`src/rtl/ser_regs_pkg.sv`:
```
`timescale 1ns/1ps
package ser_regs_pkg;

   localparam logic [7:0] OFS_MODE = 8'h00;
   localparam logic [7:0] OFS_RATE = 8'h04;
   localparam logic [7:0] OFS_CTRL = 8'h08;
   localparam logic [7:0] OFS_TXD  = 8'h0C;
   localparam logic [7:0] OFS_STAT = 8'h10;

   localparam int FLAG_N = 5;
   localparam int FL_DR  = 0;   // data ready
   localparam int FL_RF  = 1;   // receive full
   localparam int FL_BK  = 2;   // break
   localparam int FL_TE  = 3;   // transmit empty
   localparam int FL_TC  = 4;   // transmit end

   localparam int CTRL_TXIE = 7;
   localparam int CTRL_RXIE = 6;
   localparam int CTRL_TXEN = 5;

   typedef struct packed {
      logic mode;
      logic rate;
      logic ctrl;
      logic txd;
      logic stat;
   } reg_hit_t;

   function automatic int flag_pos(input int idx);
      case (idx)
         FL_DR:   return 0;
         FL_RF:   return 1;
         FL_BK:   return 4;
         FL_TE:   return 5;
         default: return 6;
      endcase
   endfunction

   function automatic logic flag_rst(input int idx);
      return (idx == FL_TE) || (idx == FL_TC);
   endfunction

endpackage

```
`src/rtl/ser_addr_dec.sv`:
```
`timescale 1ns/1ps
module ser_addr_dec
   import ser_regs_pkg::*;
#(
   parameter int ADDR_W = 6
) (
   input  logic [ADDR_W-1:0] addr,
   output reg_hit_t          hit
);

   localparam logic [ADDR_W-1:0] A_MODE = ADDR_W'(OFS_MODE);
   localparam logic [ADDR_W-1:0] A_RATE = ADDR_W'(OFS_RATE);
   localparam logic [ADDR_W-1:0] A_CTRL = ADDR_W'(OFS_CTRL);
   localparam logic [ADDR_W-1:0] A_TXD  = ADDR_W'(OFS_TXD);
   localparam logic [ADDR_W-1:0] A_STAT = ADDR_W'(OFS_STAT);

   if (ADDR_W < 5 || ADDR_W > 16) begin : g_bad_width
      $error("ser_addr_dec: ADDR_W must be within 5..16");
   end

   always_comb begin
      hit      = '0;
      hit.mode = (addr == A_MODE);
      hit.rate = (addr == A_RATE);
      hit.ctrl = (addr == A_CTRL);
      hit.txd  = (addr == A_TXD);
      hit.stat = (addr == A_STAT);
   end

endmodule

```
`src/rtl/ser_stat_flag.sv`:
```
`timescale 1ns/1ps
module ser_stat_flag #(
   parameter bit RST_VAL = 1'b0
) (
   input  logic clk,
   input  logic rst_n,
   input  logic set_i,
   input  logic clr_i,
   output logic q
);

   always_ff @(posedge clk or negedge rst_n) begin
      if (!rst_n)     q <= RST_VAL;
      else if (set_i) q <= 1'b1;
      else if (clr_i) q <= 1'b0;
   end

   // a set event beats a concurrent write-zero
   p_set_wins_r3: assert property (@(posedge clk) disable iff (!rst_n)
      set_i |=> q);

   // a lone write-zero drops the flag
   p_clear_r3: assert property (@(posedge clk) disable iff (!rst_n)
      (clr_i && !set_i) |=> !q);

endmodule

```
`src/rtl/ser_rx_irq.sv`:
```
`timescale 1ns/1ps
module ser_rx_irq (
   input  logic clk,
   input  logic rst_n,
   input  logic set_i,
   input  logic clr_i,
   output logic irq_o
);

   always_ff @(posedge clk or negedge rst_n) begin
      if (!rst_n)     irq_o <= 1'b0;
      else if (set_i) irq_o <= 1'b1;
      else if (clr_i) irq_o <= 1'b0;
   end

   p_irq_set_r4: assert property (@(posedge clk) disable iff (!rst_n)
      set_i |=> irq_o);

   p_irq_clr_r4: assert property (@(posedge clk) disable iff (!rst_n)
      (clr_i && !set_i) |=> !irq_o);

endmodule

```
`src/rtl/ser_ctl_regs.sv`:
```
`timescale 1ns/1ps
module ser_ctl_regs
   import ser_regs_pkg::*;
#(
   parameter int         ADDR_W     = 6,
   parameter logic [7:0] MODE_WMASK = 8'h7B,
   parameter logic [7:0] CTRL_WMASK = 8'hFA,
   parameter logic [7:0] CTRL_RST   = 8'h20,
   parameter logic [7:0] RATE_RST   = 8'hFF
) (
   input  logic              clk,
   input  logic              rst_n,
   input  logic              bus_sel,
   input  logic              bus_wr,
   input  logic [ADDR_W-1:0] bus_addr,
   input  logic [7:0]        bus_wdata,
   output logic [7:0]        bus_rdata,
   input  logic              rx_ready_set,
   input  logic              rx_full_set,
   input  logic              brk_pulse,
   output logic              tx_valid,
   output logic [7:0]        tx_data,
   output logic [7:0]        mode_o,
   output logic [7:0]        rate_o,
   output logic              irq_tx,
   output logic              irq_rx
);

   localparam logic [7:0] MODE_RST = 8'h00;
   localparam logic [7:0] TXD_RST  = 8'h00;

   if ((CTRL_RST & ~CTRL_WMASK) != 8'h00) begin : g_bad_ctrl_rst
      $error("ser_ctl_regs: CTRL_RST has bits outside CTRL_WMASK");
   end

   reg_hit_t hit;
   logic acc_wr, acc_rd;
   logic wr_mode, wr_rate, wr_ctrl, wr_txd, wr_stat, rd_stat;
   logic [7:0] mode_q, rate_q, ctrl_q, txd_q, rd_mux, stat_img;
   logic txv_q;
   logic rearm;
   logic [FLAG_N-1:0] flag_set, flag_q;
   logic irq_set, irq_clr;

   ser_addr_dec #(.ADDR_W(ADDR_W)) u_dec (
      .addr (bus_addr),
      .hit  (hit)
   );

   assign acc_wr  = bus_sel &  bus_wr;
   assign acc_rd  = bus_sel & ~bus_wr;
   assign wr_mode = acc_wr & hit.mode;
   assign wr_rate = acc_wr & hit.rate;
   assign wr_ctrl = acc_wr & hit.ctrl;
   assign wr_txd  = acc_wr & hit.txd;
   assign wr_stat = acc_wr & hit.stat;
   assign rd_stat = acc_rd & hit.stat;
   assign rearm   = rd_stat & ctrl_q[CTRL_TXEN];

   // configuration registers
   always_ff @(posedge clk or negedge rst_n) begin
      if (!rst_n) begin
         mode_q <= MODE_RST;
         rate_q <= RATE_RST;
         ctrl_q <= CTRL_RST;
         txd_q  <= TXD_RST;
         txv_q  <= 1'b0;
      end else begin
         txv_q <= wr_txd;
         if (wr_mode) mode_q <= bus_wdata & MODE_WMASK;
         if (wr_rate) rate_q <= bus_wdata;
         if (wr_ctrl) ctrl_q <= bus_wdata & CTRL_WMASK;
         if (wr_txd)  txd_q  <= bus_wdata;
      end
   end

   // flag set sources
   always_comb begin
      flag_set        = '0;
      flag_set[FL_DR] = rx_ready_set;
      flag_set[FL_RF] = rx_full_set;
      flag_set[FL_BK] = brk_pulse;
      flag_set[FL_TE] = rearm;
      flag_set[FL_TC] = rearm | (wr_ctrl & ~bus_wdata[CTRL_TXEN]);
   end

   for (genvar g = 0; g < FLAG_N; g++) begin : g_flag
      localparam int POS = flag_pos(g);
      logic clr_w;
      if (g == FL_TE) begin : g_txd_clr
         assign clr_w = (wr_stat & ~bus_wdata[POS]) | wr_txd;
      end else begin : g_plain_clr
         assign clr_w = wr_stat & ~bus_wdata[POS];
      end
      ser_stat_flag #(.RST_VAL(flag_rst(g))) u_flag (
         .clk   (clk),
         .rst_n (rst_n),
         .set_i (flag_set[g]),
         .clr_i (clr_w),
         .q     (flag_q[g])
      );
   end

   always_comb begin
      stat_img = '0;
      for (int i = 0; i < FLAG_N; i++) stat_img[flag_pos(i)] = flag_q[i];
   end

   // receive interrupt
   assign irq_set = rx_full_set & ctrl_q[CTRL_RXIE];
   assign irq_clr = (wr_stat & (~bus_wdata[flag_pos(FL_RF)] | ~bus_wdata[flag_pos(FL_DR)]))
                  | (wr_ctrl & ~bus_wdata[CTRL_RXIE]);

   ser_rx_irq u_irq (
      .clk   (clk),
      .rst_n (rst_n),
      .set_i (irq_set),
      .clr_i (irq_clr),
      .irq_o (irq_rx)
   );

   // read path, captured before this edge's flag updates
   always_comb begin
      rd_mux = '0;
      unique case (1'b1)
         hit.mode: rd_mux = mode_q;
         hit.rate: rd_mux = rate_q;
         hit.ctrl: rd_mux = ctrl_q;
         hit.txd:  rd_mux = txd_q;
         hit.stat: rd_mux = stat_img;
         default:  rd_mux = '0;
      endcase
   end

   always_ff @(posedge clk or negedge rst_n) begin
      if (!rst_n)      bus_rdata <= '0;
      else if (acc_rd) bus_rdata <= rd_mux;
   end

   assign tx_valid = txv_q;
   assign tx_data  = txd_q;
   assign mode_o   = mode_q;
   assign rate_o   = rate_q;
   assign irq_tx   = ctrl_q[CTRL_TXIE];

   p_hit_onehot_r10: assert property (@(posedge clk) disable iff (!rst_n)
      $onehot0(hit));

   p_stat_spare_zero_r2: assert property (@(posedge clk) disable iff (!rst_n)
      rd_stat |=> ((bus_rdata & 8'h8C) == 8'h00));

   p_tx_strobe_r5: assert property (@(posedge clk) disable iff (!rst_n)
      wr_txd |=> (tx_valid && tx_data == $past(bus_wdata)));

   p_rearm_r6: assert property (@(posedge clk) disable iff (!rst_n)
      (rd_stat && ctrl_q[CTRL_TXEN]) |=> (stat_img[6:5] == 2'b11));

   p_tend_on_ctrl_r7: assert property (@(posedge clk) disable iff (!rst_n)
      (wr_ctrl && !bus_wdata[CTRL_TXEN]) |=> stat_img[6]);

   p_ctrl_mask_r8: assert property (@(posedge clk) disable iff (!rst_n)
      wr_ctrl |=> ((ctrl_q & ~CTRL_WMASK) == 8'h00));

endmodule

```
`config.mk`:
```
export PLATFORM = sky130hd
export DESIGN_NAME = ser_ctl_regs
export DESIGN_NICKNAME = d
export VERILOG_FILES = /design/src/rtl/ser_regs_pkg.sv /design/src/rtl/ser_addr_dec.sv /design/src/rtl/ser_stat_flag.sv /design/src/rtl/ser_rx_irq.sv /design/src/rtl/ser_ctl_regs.sv
export SDC_FILE = /design/constraint.sdc
export NUM_CORES = 1
export LEC_CHECK = 0
export ABC_AREA = 1
export BUFFER_PORTS_ARGS = -buffer_cell sky130_fd_sc_hd__clkbuf_2
export CORE_UTILIZATION = 57
export DETAILED_ROUTE_END_ITERATION = 6
export HOLD_SLACK_MARGIN = 0.1
export PLACE_DENSITY = 0.86
export RECOVER_POWER = 50
export SYNTH_ARGS = -nofsm -noshare
export SYNTH_HDL_FRONTEND = slang
export SYNTH_SLANG_ARGS = --single-unit
```
`constraint.sdc`:
```
create_clock -name clk -period 2.4 [get_ports clk]
set_clock_uncertainty 0.15 [all_clocks]
set_input_delay 0.12 -clock clk [delete_from_list [all_inputs] [get_ports clk]]
set_output_delay 0.12 -clock clk [all_outputs]
set_load 0.03 [all_outputs]
```
==> summary.md <==
| Metric | Value |
|---|---|
| Asr flop ratio synth | `100%` |
| Initial standard-cell utilization of the core | `60.1%` |
| Startpoint of the lowest-slack register-to-register path | `ctrl_q[5]` |
| Combined buffer and inverter count along the critical path | `4` |
| Count of cells along the worst hold path | `5` |
| Required arrival time at the worst endpoint | `2.44 ns` |
| CP startpoint kind | `input pin` |
| Setup TNS | `0 ns` |
| Die Span Y | `64.4 um` |
| Initial DRT Pass Iterations | `4` |
| Total count of hold-check failures in the final report | `0` |
| Share of Yosys cell area claimed by the top area cell type | `36.1%` |
| Diodes inserted | `0` |
| Number of DRC markers after the initial detailed-route iteration | `175` |
| Most frequent cell on the critical path | `dlygate4sd3_1` |
| Most instantiated library cell after synthesis | `nand2_1` |
| Post-synthesis instance area | `2220 um2` |
| Reg2Reg Capture Point | `g_flag[4].u_flag.q` |
| Final hold slack | `0.0667 ns` |
| Primary flip-flop cell chosen by synthesis mapping | `dfrtp_1` |
| Data arrival time of the worst path | `1.93 ns` |
| RSZ-0062 raised after global routing | `false` |
| Number of antenna-violating nets in the routed design | `0` |
| Yosys reg bits | `43` |
| Synth Area per Inst | `8.56 um2` |
| Maxcap violations | `0` |
| Post-route standard cell area excluding fillers | `2750 um2` |
| Worst setup slack for register-to-register paths | `0.86 ns` |
| Final-report max-slew violation count | `0` |
| Fraction of final layout cells with drive strength greater than 1 | `31.3%` |
| Post-DP HPWL | `3720 um` |
| Depth of the most critical reg-to-reg path | `3` |
| Clock latency on the worst-skew pair | `0.30 ns` |
| Routed wire length on met3 | `332 um` |
| Number of buffer cells added on primary ports | `53` |
| Crit path largest cell delay | `0.55 ns` |
| Die W | `64.4 um` |
| CP Cell Sequence | `dlygate4sd3_1 -> clkbuf_2 -> nand2_1 -> nor2_2 -> inv_2 -> nor2_1 -> o21bai_1 -> dlygate4sd3_1` |
| Number of placement rows | `22` |
| Endpoint class of the critical path | `flop` |
| Layout Nets | `353` |
| Top fanout value on the critical path | `4` |
| Total power per unit cell area | `625 nW/um2` |
| Worst min-delay path endpoint | `bus_rdata[0]` |
| Total overflow reported by the global router | `0` |
| Max Buffers Root-to-Sink | `2` |
| Upper clock frequency limit | `0.530 GHz` |
| Share of the cycle needed by the critical path after routing | `78.6%` |
| Sequential share of the synthesized area | `49.2%` |
| Detailed-route vias per instance | `5.22` |
| DRC violations left | `0` |
| Origin of the worst min-delay path | `bus_sel` |
| Routed met1 length | `2260 um` |
| Number of global-route vias before repair | `1,919` |
| Clock-pin slew on the worst setup and hold paths | `0.08 ns` |
| Global placer's final weighted congestion | `0.864` |
| Number of vias in the routed layout | `1,984` |
| Top layer reached by signal wires | `met4` |
| Count of endpoints failing setup in the final report | `0` |
| Number of clock sinks seen by CTS | `43` |
| Worst slew pin tran | `1.16 ns` |
| Top cells by count, synth | `nand2_1, dfrtp_1, o21ai_2, inv_1, nor2_1` |
| I/O pin count | `56` |
| Slew margin rel. | `23.0%` |
| Worst min path class | `input pin to flop` |
| Post-CTS Resized | `0` |
| Area of the die | `4140 um2` |
| Floorplan core area | `3690 um2` |
| Top post-synthesis cells by area | `dfrtp_1, dfstp_2, nand2_1` |
| Max H-tree Level | `2` |
| Area post-placement | `2490 um2` |
| Maximum number of pins on one net before global-route repair | `23` |
| Global-route wire length before repair | `8920 um` |
| Crit. path cell count | `8` |
| Result of the run | `complete, no violations` |
| Global routing usage summed across all routing layers | `29.0%` |
| Final Critical Period | `1.89 ns` |
| WL per Instance | `14.1 um` |
| Post-synth EDFFs | `0` |
| Number of distinct library cells after synthesis | `22` |
| Clock tree from TritonCTS | `built` |
| Leakage power total | `1.38 nW` |
| Total routed wirelength | `5360 um` |
| Area growth from synthesis to layout | `23.9%` |
| Category of the critical setup timing path | `input pin to flop` |
| Initial antenna violation count | `0` |
| Cell chosen for the clock root | `clkbuf_8` |
| Routed wire length on met2 | `2610 um` |
| Library cell occupying the most area in the post-synthesis netlist | `dfrtp_1` |
| Library cell contributing the largest single delay on the critical path | `dlygate4sd3_1` |
| Cell class contributing the biggest share of worst-path delay | `buffers and inverters` |
| VDD IR-drop max | `446 uV` |
| TritonCTS Buffers | `5` |
| Post-synthesis cell count | `259` |
| Synth warn | `0` |
==> cells by family after synthesis <==
logic type	synth area share [%]
AOI/OAI and AO/OA	13.9
and+or+nand+nor	28.0
buffers and inverters	8.80
DFF	49.2
other	0.169
==> sequential cells by signal (all words and copies together) (netlist names) <==
signal / flops
ctrl_q: 6
rate_o: 8
u_irq.irq_o: 1
tx_valid: 1
g_flag.u_flag.q: 5
mode_o: 6
tx_data: 8
bus_rdata: 8
==> how the worst max path moves through the flow <==
stage / end / slack, ns / from
after global placement: mode_o[3] / 0.72 / bus_addr[5]
after CTS: g_flag[4].u_flag.q / 0.03 / bus_wr
after global routing: g_flag[1].u_flag.q / 0.42 / bus_addr[1]
after floorplan: bus_rdata[0] / 1.25 / rate_o[0]
after detailed placement: mode_o[6] / 0.71 / bus_addr[5]
final: g_flag[0].u_flag.q / 0.51 / bus_wr
==> stage by stage <==
step	instances	worst slack (ns)	utilization [%]	total power (W)
after global placement	355	0.722	67.5	0.00116
after global routing	380	0.419	74.5	0.00178
after CTS	381	0.0307	75.5	0.00173
final	380	0.513	74.5	0.00172
after floorplan	260	1.25	-	0.00106
after detailed placement	355	0.707	67.5	0.00117
==> tightest hold or removal path, cell delays in order <==
cell and delay (ns):
clkbuf_2 0.09, inv_1 0.06, nor2_2 0.09, nand2_1 0.08, nand2_1 0.04
==> report_power, final <==
part           switching [W]  leakage [nW]  total [W]  internal [W]
clock               0.000243        0.0513   0.000548      0.000305
combinational       0.000233         0.796   0.000334      0.000101
sequential         0.0000429         0.529   0.000835      0.000792
total               0.000519          1.38    0.00172       0.00120
==> what timing repair did <==
item / in CTS / in global routing
endpoints found under the hold margin: 85 / 0
hold buffers: 19 / 0
endpoints found under the setup margin: 0 / 1
buffers inserted: 0 / 0
==> layer usage <==
metal	vias to the layer above	global-route usage, %
met1	919	37.6
met4	0	13.6
met5	-	0
li1	969	-
met3	17	6.43
met2	79	46.1
==> final cells by class <==
cell class,count,area (um2)
multi-input cells,176,936
well taps,48,60.1
clock inverters,1,30.0
flip-flops and latches,43,1090
fillers,312,942
inverters,33,125
repair buffers,73,433
clock buffers,6,72.6
==> cell usage in the layout, fill, tap and decap left out, types with 6 or more instances in the layout <==
cell	instances
inv_1	26
dlygate4sd3_1	18
nor2_2	6
nand2_1	73
clkbuf_1	19
nand4_1	12
a21oi_1	8
dfstp_2	11
clkbuf_2	37
inv_2	6
dfrtp_1	32
o21ai_2	28
nand3_1	11
nor2_1	23
Note: power is estimated with default switching activity, not from simulation.
